--- src/rtl/rxd_pkg.sv ---
package rxd_pkg;
  typedef enum logic [2:0] {
    ST_STOP  = 3'd0,
    ST_FETCH = 3'd1,
    ST_CHECK = 3'd2,
    ST_WAIT  = 3'd3,
    ST_SUSP  = 3'd4,
    ST_CLOSE = 3'd5,
    ST_FLUSH = 3'd6,
    ST_QUEUE = 3'd7
  } rxd_state_e;

  typedef struct packed {
    logic done;
    logic unav;
    logic ovf;
  } rxd_evt_t;
endpackage

--- src/rtl/rxd_flush_tmr.sv ---
module rxd_flush_tmr #(
  parameter int FLUSH_CYC = 4
) (
  input  logic clk_i,
  input  logic rst_ni,
  input  logic run_i,
  output logic done_o
);
  localparam int CW = (FLUSH_CYC > 1) ? $clog2(FLUSH_CYC) : 1;
  localparam logic [CW-1:0] LAST = CW'(FLUSH_CYC - 1);

  logic [CW-1:0] cnt_q;

  always_ff @(posedge clk_i or negedge rst_ni) begin
    if (!rst_ni)                    cnt_q <= '0;
    else if (!run_i || cnt_q == LAST) cnt_q <= '0;
    else                            cnt_q <= cnt_q + 1'b1;
  end

  assign done_o = run_i && (cnt_q == LAST);

  // counter never passes the flush length
  a_r8_cnt_bound: assert property (@(posedge clk_i) disable iff (!rst_ni)
    int'(cnt_q) < FLUSH_CYC);
  // counter restarts whenever flushing ends
  a_r8_cnt_idle: assert property (@(posedge clk_i) disable iff (!rst_ni)
    !run_i |=> cnt_q == '0);
endmodule

--- src/rtl/rxd_fsm.sv ---
module rxd_fsm
  import rxd_pkg::*;
(
  input  logic       clk_i,
  input  logic       rst_ni,
  input  logic       start_i,
  input  logic       stop_i,
  input  logic       poll_i,
  input  logic       desc_avail_i,
  input  logic       desc_ack_i,
  input  logic       desc_own_i,
  input  logic       frame_rdy_i,
  input  logic       move_ack_i,
  input  logic       move_last_i,
  input  logic       ovf_i,
  input  logic       close_ack_i,
  input  logic       flush_done_i,
  output rxd_state_e state_o,
  output logic       flush_run_o,
  output rxd_evt_t   evt_o
);
  rxd_state_e state_q, state_d;
  logic       last_q;

  always_comb begin
    state_d = state_q;
    evt_o   = '0;
    unique case (state_q)
      ST_STOP:  if (start_i) state_d = ST_FETCH;
      ST_FETCH: if (desc_ack_i) begin
        if (desc_own_i) state_d = ST_WAIT;
        else begin
          state_d    = ST_SUSP;
          evt_o.unav = 1'b1;
        end
      end
      ST_WAIT:  if (frame_rdy_i) state_d = ST_QUEUE;
      ST_QUEUE: if (ovf_i) begin
        state_d   = ST_FLUSH;
        evt_o.ovf = 1'b1;
      end else if (move_ack_i) state_d = ST_CHECK;
      ST_CHECK: if (ovf_i) begin
        state_d   = ST_FLUSH;
        evt_o.ovf = 1'b1;
      end else state_d = last_q ? ST_CLOSE : ST_QUEUE;
      ST_CLOSE: if (close_ack_i) begin
        state_d    = ST_FETCH;
        evt_o.done = 1'b1;
      end
      ST_SUSP:  if (poll_i || desc_avail_i) state_d = ST_FETCH;
      ST_FLUSH: if (flush_done_i) state_d = ST_FETCH;
      default:  state_d = ST_STOP;
    endcase
    if (stop_i) begin
      state_d = ST_STOP;
      evt_o   = '0;
    end
  end

  always_ff @(posedge clk_i or negedge rst_ni) begin
    if (!rst_ni) begin
      state_q <= ST_STOP;
      last_q  <= 1'b0;
    end else begin
      state_q <= state_d;
      if (state_q == ST_QUEUE && move_ack_i) last_q <= move_last_i;
    end
  end

  assign state_o     = state_q;
  assign flush_run_o = (state_q == ST_FLUSH);

  // stop always lands in the stopped state
  a_r9_stop: assert property (@(posedge clk_i) disable iff (!rst_ni)
    stop_i |=> state_q == ST_STOP);
  // check state lasts one cycle
  a_r6_check_once: assert property (@(posedge clk_i) disable iff (!rst_ni)
    state_q == ST_CHECK |=> state_q != ST_CHECK);
  // overflow while queuing enters flush
  a_r8_ovf_flush: assert property (@(posedge clk_i) disable iff (!rst_ni)
    (state_q == ST_QUEUE && ovf_i && !stop_i) |=> state_q == ST_FLUSH);
  // close acknowledge returns to fetch
  a_r7_close: assert property (@(posedge clk_i) disable iff (!rst_ni)
    (state_q == ST_CLOSE && close_ack_i && !stop_i) |=> state_q == ST_FETCH);
  // start is ignored outside the stopped state
  a_r2_start_ign: assert property (@(posedge clk_i) disable iff (!rst_ni)
    (state_q == ST_WAIT && start_i && !frame_rdy_i && !stop_i) |=> state_q == ST_WAIT);
endmodule

--- src/rtl/rxd_evt.sv ---
module rxd_evt
  import rxd_pkg::*;
(
  input  logic     clk_i,
  input  logic     rst_ni,
  input  rxd_evt_t evt_i,
  output logic     rx_done_o,
  output logic     buf_unav_o,
  output logic     ovf_evt_o
);
  rxd_evt_t evt_q;

  always_ff @(posedge clk_i or negedge rst_ni) begin
    if (!rst_ni) evt_q <= '0;
    else         evt_q <= evt_i;
  end

  assign rx_done_o  = evt_q.done;
  assign buf_unav_o = evt_q.unav;
  assign ovf_evt_o  = evt_q.ovf;

  // buffer-unavailable is a single-cycle pulse
  a_r3_unav_pulse: assert property (@(posedge clk_i) disable iff (!rst_ni)
    buf_unav_o |=> !buf_unav_o);
  // completion is a single-cycle pulse
  a_r7_done_pulse: assert property (@(posedge clk_i) disable iff (!rst_ni)
    rx_done_o |=> !rx_done_o);
  // at most one event per cycle
  a_r8_evt_excl: assert property (@(posedge clk_i) disable iff (!rst_ni)
    $onehot0({rx_done_o, buf_unav_o, ovf_evt_o}));
endmodule

--- src/rtl/rx_dma_seq.sv ---
module rx_dma_seq
  import rxd_pkg::*;
#(
  parameter int FLUSH_CYC = 4
) (
  input  logic       clk_i,
  input  logic       rst_ni,
  input  logic       start_i,
  input  logic       stop_i,
  input  logic       poll_i,
  input  logic       desc_avail_i,
  output logic       desc_req_o,
  input  logic       desc_ack_i,
  input  logic       desc_own_i,
  input  logic       frame_rdy_i,
  output logic       move_req_o,
  input  logic       move_ack_i,
  input  logic       move_last_i,
  input  logic       ovf_i,
  output logic       close_req_o,
  input  logic       close_ack_i,
  output logic [2:0] state_o,
  output logic       rx_done_o,
  output logic       buf_unav_o,
  output logic       ovf_evt_o
);
  rxd_state_e st;
  rxd_evt_t   evt;
  logic       flush_run, flush_done;

  rxd_flush_tmr #(.FLUSH_CYC(FLUSH_CYC)) u_tmr (
    .clk_i  (clk_i),
    .rst_ni (rst_ni),
    .run_i  (flush_run),
    .done_o (flush_done)
  );

  rxd_fsm u_fsm (
    .clk_i        (clk_i),
    .rst_ni       (rst_ni),
    .start_i      (start_i),
    .stop_i       (stop_i),
    .poll_i       (poll_i),
    .desc_avail_i (desc_avail_i),
    .desc_ack_i   (desc_ack_i),
    .desc_own_i   (desc_own_i),
    .frame_rdy_i  (frame_rdy_i),
    .move_ack_i   (move_ack_i),
    .move_last_i  (move_last_i),
    .ovf_i        (ovf_i),
    .close_ack_i  (close_ack_i),
    .flush_done_i (flush_done),
    .state_o      (st),
    .flush_run_o  (flush_run),
    .evt_o        (evt)
  );

  rxd_evt u_evt (
    .clk_i      (clk_i),
    .rst_ni     (rst_ni),
    .evt_i      (evt),
    .rx_done_o  (rx_done_o),
    .buf_unav_o (buf_unav_o),
    .ovf_evt_o  (ovf_evt_o)
  );

  assign state_o     = st;
  assign desc_req_o  = (st == ST_FETCH);
  assign move_req_o  = (st == ST_QUEUE);
  assign close_req_o = (st == ST_CLOSE);

  // requests never overlap
  a_r10_req_excl: assert property (@(posedge clk_i) disable iff (!rst_ni)
    $onehot0({desc_req_o, move_req_o, close_req_o}));
  // suspension is announced on entry
  a_r3_unav_state: assert property (@(posedge clk_i) disable iff (!rst_ni)
    buf_unav_o |-> state_o == 3'd4);
  // overflow event coincides with flushing
  a_r8_ovf_state: assert property (@(posedge clk_i) disable iff (!rst_ni)
    ovf_evt_o |-> state_o == 3'd6);
endmodule

--- config.mk ---
export PLATFORM = sky130hd
export DESIGN_NAME = rx_dma_seq
export DESIGN_NICKNAME = d
export VERILOG_FILES = /design/src/rtl/rxd_pkg.sv /design/src/rtl/rxd_flush_tmr.sv /design/src/rtl/rxd_fsm.sv /design/src/rtl/rxd_evt.sv /design/src/rtl/rx_dma_seq.sv
export SDC_FILE = /design/constraint.sdc
export NUM_CORES = 1
export LEC_CHECK = 0
export BUFFER_PORTS_ARGS = -buffer_cell sky130_fd_sc_hd__buf_2
export CORE_ASPECT_RATIO = 0.7
export CORE_MARGIN = 2
export CORE_UTILIZATION = 30
export DETAILED_ROUTE_END_ITERATION = 7
export GPL_ROUTABILITY_DRIVEN = 0
export PLACE_DENSITY = 0.61
export SLEW_MARGIN = 20
export SYNTH_ARGS = -nofsm -noshare
export SYNTH_HDL_FRONTEND = slang
export SYNTH_SLANG_ARGS = --single-unit
--- constraint.sdc ---
create_clock -name clk_i -period 1.55 [get_ports clk_i]
set_input_delay 0.0775 -clock clk_i [delete_from_list [all_inputs] [get_ports clk_i]]
set_output_delay 0.0775 -clock clk_i [all_outputs]
set_load 0.01 [all_outputs]
# Word level (Yosys, flattened, before mapping)
# Cells that the tools add are included.
# totals
memories	0
input_bits	13
rom_bits	0
latchBits	0
ram_bits	0
elab_cells	52
output_inout_bits	9
reg_bits	9
# op_classes
n_eq_ne	15
mux	22
order_cmp	0
multipliers	0
addsub	1
div	0
reduce_logical	8
n_shift	0
bitwise	0
# ops
op	count
3-bit two-way mux	12
3-bit one-hot mux with 8 select lines	1
3-bit == test, second input constant	4
3-bit by 2-bit inequality test with 1-bit output, second input constant	3
3-bit inequality test, second input constant	3
1-bit two-way mux	7
7-bit AND reduction	1
3-bit by 2-bit == test with 1-bit output, second input constant	2
2-bit two-way mux	2
4-bit by 2-bit inequality test with 1-bit output, second input constant	1
3-bit by 1-bit == test with 1-bit output, second input constant	1
3-bit zero test	1
2-bit by 1-bit adder with 2-bit output, second input constant	1
2-bit == test, second input constant	1
1-bit logical AND	2
1-bit logical OR	2
2-bit OR reduction	1
1-bit zero test	1

# Longest topological paths before layout
# depth
ltp_word	5
depth_mapped	6
mapped_depth_nobuf	5

# Hierarchy
# Synthesis repeated with hierarchy kept, for this count alone.
# hier_totals
cells_unflattened	55
hier_area_um2	573.0
# modules_own_cells
module	cells_each	area_per_inst_um2	n_inst	seq_area_each_um2
rxd_fsm	43	379.1	1	100.1
rxd_flush_tmr	6	91.3	1	50.0
rxd_evt	3	75.1	1	75.1
rx_dma_seq	3	27.5	1	0.0

# Worst setup path after synthesis
# Ideal clock, no wire load.
# synth_path
path_kind	register to register
startpoint	register u_fsm.state_q[0], in the netlist u_fsm.state_o[0]
endpoint	register u_fsm.last_q
stages_incl_launch_ff	5
required_ns	1.425
synth_period_minus_slack_ns	1.262
n_path_buf	1
setup_ns	0.125
arrival_time_ns	1.138
path_slack_ns	0.288
path_cell_list	dfrtp_1 buf_6 and3_1 nand2_1 mux2_2
# synth_via
elab_chain_len	2
# synth_rtl
element	line_no	source
from (decl)	rxd_fsm.sv:22	rxd_state_e state_q, state_d;
from (signal assigned)	rxd_fsm.sv:65	state_q <= state_d;
3-bit == test	n/a	
named net move_req_o	rx_dma_seq.sv:16	output logic move_req_o,
1-bit logical AND	rxd_fsm.sv:66	if (state_q == ST_QUEUE && move_ack_i) last_q <= move_last_i;
to (signal assigned)	rxd_fsm.sv:66	
to (decl)	rxd_fsm.sv:23	logic last_q;
# The timed path passes the listed nets, and every way through them passes these cells.
# A chain may end at the register's enable or synchronous reset.

# Worst setup path after layout
# layout_path
startpoint	register u_fsm.state_q[1], in the netlist u_fsm.state_o[1]
endpoint	register u_fsm.state_q[0], in the netlist u_fsm.state_o[0]
# layout_via
elab_chain_len	4
elab_cells_between_ends	19
classes_between	eq/ne: 14; mux: 2; reduce/logical: 3
# layout_rtl
element	line_no	source
3-bit == test	rxd_fsm.sv:28, rxd_fsm.sv:71	
1-bit logical AND	rxd_flush_tmr.sv:20	assign done_o = run_i && (cnt_q == LAST);
3-bit inequality test (no source line)	n/a	
7-bit AND reduction (no source line)	n/a	
# Several ways; a longest one is shown, not always the timed one.

==> impl_metrics.yaml <==
placement:
  place_ws_ns: 0.0852
  place_area_um2: 726
  numPortBuffers: 21
  hpwl_mm: 1.10
  place_inst: 105
route:
  drt_iter0_drc: 21
  vias: 561
  firstDrtPassIters: 4
  route.detailed.drc: 0
  wirelength_mm: 1.40
  viasPerCell: 5.10
  ant_nets: 0
  routedWlPerCell_um: 12.8
pwr:
  p_seq_frac: 0.481
  power.density_nw_per_um2: 694
  p_int_mw: 0.379
  power.leakage_nw: 0.372
  p_total_mw: 0.531
  switching_share: 0.286
  clock_power_share: 0.345
  comb_power_share: 0.174
  switchingPower_mw: 0.152
  ir_drop_mv: 0.338
synth:
  synthArstFlopShare: 1.00
  yosys_warnings: 0
  netlist_instances: 63
  synth-seq-cells: 9
  yosys.cell_types.count: 33
  ys_seq_area_frac: 0.370
  synthTopCellsByCount: "dfrtp_1 (9), nand2_1 (6), nor2_1 (6)"
  syn_area_um2: 609
  yosys.area.top_type: "dfrtp_1"
  ys.flop_type: "dfrtp_1"
  yosysMostFrequentCell: "dfrtp_1"
  synth_nets: 77
  synth_edf_count: 0
  yosysTopAreaCellShare: 0.370
  syn_area_per_cell_um2: 9.67
  netlist_top_cells_area: "dfrtp_1 (37%), a2111oi_2 (4.9%), nand2_1 (3.7%)"
cells_and_area:
  fin_cells: 110
  fin_util: 0.405
  register_area_um2: 226
  multi_input_area_um2: 338
  design_area_um2: 764
  drive_gt1_frac: 0.432
  n_antenna_cell: 0
  nets: 103
  fillerInstances: 200
  area_growth_pct: 25.5
timing:
  hold_viol: 0
  fin_setup_tns_ns: 0
  worst_slew_pin_slew_ns: 0.458
  fin_ws_ns: 0.131
  worst_slew_margin_rel: 0.694
  slew_violations: 0
  fin_crit_sh: 0.915
  fmaxAchievable_ghz: 0.705
  timing.hold.ws_ns: 0.0317
  rsz0062_at_grt: "no"
  finClkSkew_ns: 0.00920
  setup-violations-final: 0
  post-route-min-period_ns: 1.42
worst_setup_path:
  worst_ep_arrival_time_ns: 1.58
  crit_path_cell_trace: "nand4bb_1, o211ai_4, a2111oi_2"
  cpMaxStageDelayCell: "dfrtp_1"
  slowest_delay_ns: 0.63
  crit_fanout: 16
  crit_required_ns: 1.71
  cp-end-kind: "flip-flop"
  path_class: "reg2reg"
  start_kind: "flip-flop"
floorplan:
  die_h_um: 41.7
  ios: 22
  start_util: 0.323
  dieWidth_um: 57.9
  std_cell_rows: 13
  dieArea_um2: 2410
  core-area_um2: 1890
clocking:
  htree_num_levels: 1
  clk_latency_ns: 0.26
  cts_setup_buffers: 0
  cts_buffer_depth: 2
  clk_pin_slew_ns: 0.07
  cts_sinks: 9
  tritoncts: "done"
  cts_buffers: 3
  cts_root_buf: "clkbuf_4"
grt:
  grtUsageTotal: 0.132
  grt_pass1_vias: 494
  grt_antenna_before_repair: 0
  grt_max_degree: 19
  grt_pass1_wl_mm: 2.30
  grt_overflow: 0
flow_run:
  drv_cap: 0
run_status:
  outcome: "complete, no violations"
min_path:
  hp-class: "in2reg"
cells by family after synthesis:
group / after synthesis / synth area share
adder cells (fa/ha/maj): 1 / 0.0205
flip-flops: 9 / 0.370
AND/OR/NAND/NOR: 29 / 0.265
AO/OA/AOI/OAI: 16 / 0.236
multiplexers: 1 / 0.0185
buffers and inverters: 6 / 0.0760
XOR/XNOR: 1 / 0.0144
cell usage in the layout (no fill, tap or decap), drive strengths merged, types with 2 or more instances in the layout:
cell type / n
and2: 2
dfrtp: 9
a2111oi: 2
nand2: 6
inv: 2
clkbuf: 3
o21ai: 4
nor2b: 2
nor2: 6
nor3: 6
a21oi: 3
nand2b: 2
buf: 24
critical path: cells and delay by family, from the launching register on:
family             cells  cell delay [ns]
and+or+nand+nor        1             0.27
AOI/OAI and AO/OA      2             0.41
DFF                    1             0.63
flip-flops by register name, summed over array words and instances (netlist names):
name and cells:
u_tmr.cnt_q 2, u_fsm.state_o 3, u_evt.rx_done_o 1, u_evt.ovf_evt_o 1
u_fsm.last_q 1, u_evt.buf_unav_o 1
what timing repair did:
action,CTS,global route
hold buffers,1,0
gates resized for setup,1,0
endpoints found under the setup margin,2,0
endpoints found under the hold margin,9,0
routing by layer:
layer / share of wire / GRT usage
met5: 0 / 0
met4: 0 / 0.0279
met2: 0.42 / 0.175
met1: 0.47 / 0.179
met3: 0.11 / 0.0841
power groups by stage:
stage	clock (mW)	combinational [mW]	sequential [mW]
6_report	0.183	0.0921	0.255
5_1_grt	0.215	0.103	0.257
4_1_cts	0.196	0.0933	0.255
3_5_place_dp	0	0.0911	0.259
3_3_place_gp	0	0.0901	0.259
2_1_floorplan	0	0.0683	0.249
path summary, 6_finish.rpt:
kind	start	to	slack [ns]	cells past startpoint
max	u_fsm.state_o[1]	u_fsm.state_o[0]	0.13	3
min in group asynchronous	rst_ni	u_fsm.state_o[2]	0.19	2
max in group asynchronous	rst_ni	u_fsm.state_o[0]	1.16	2
min reg2reg	u_tmr.cnt_q[0]	u_tmr.cnt_q[0]	0.45	1
max reg2reg	u_fsm.state_o[1]	u_fsm.state_o[0]	0.13	3
min	desc_own_i	u_evt.buf_unav_o	0.03	2
area by class of cell:
cell class | instances | share of cell area
multi-input combinational | 48 | 0.442
sequential | 9 | 0.296
timing repair buffer | 25 | 0.180
tap | 22 | 0.0360
clock buffer | 3 | 0.0295
inverter | 2 | 0.00982
clock inverter | 1 | 0.00655
(Power assumes the default switching activity.)
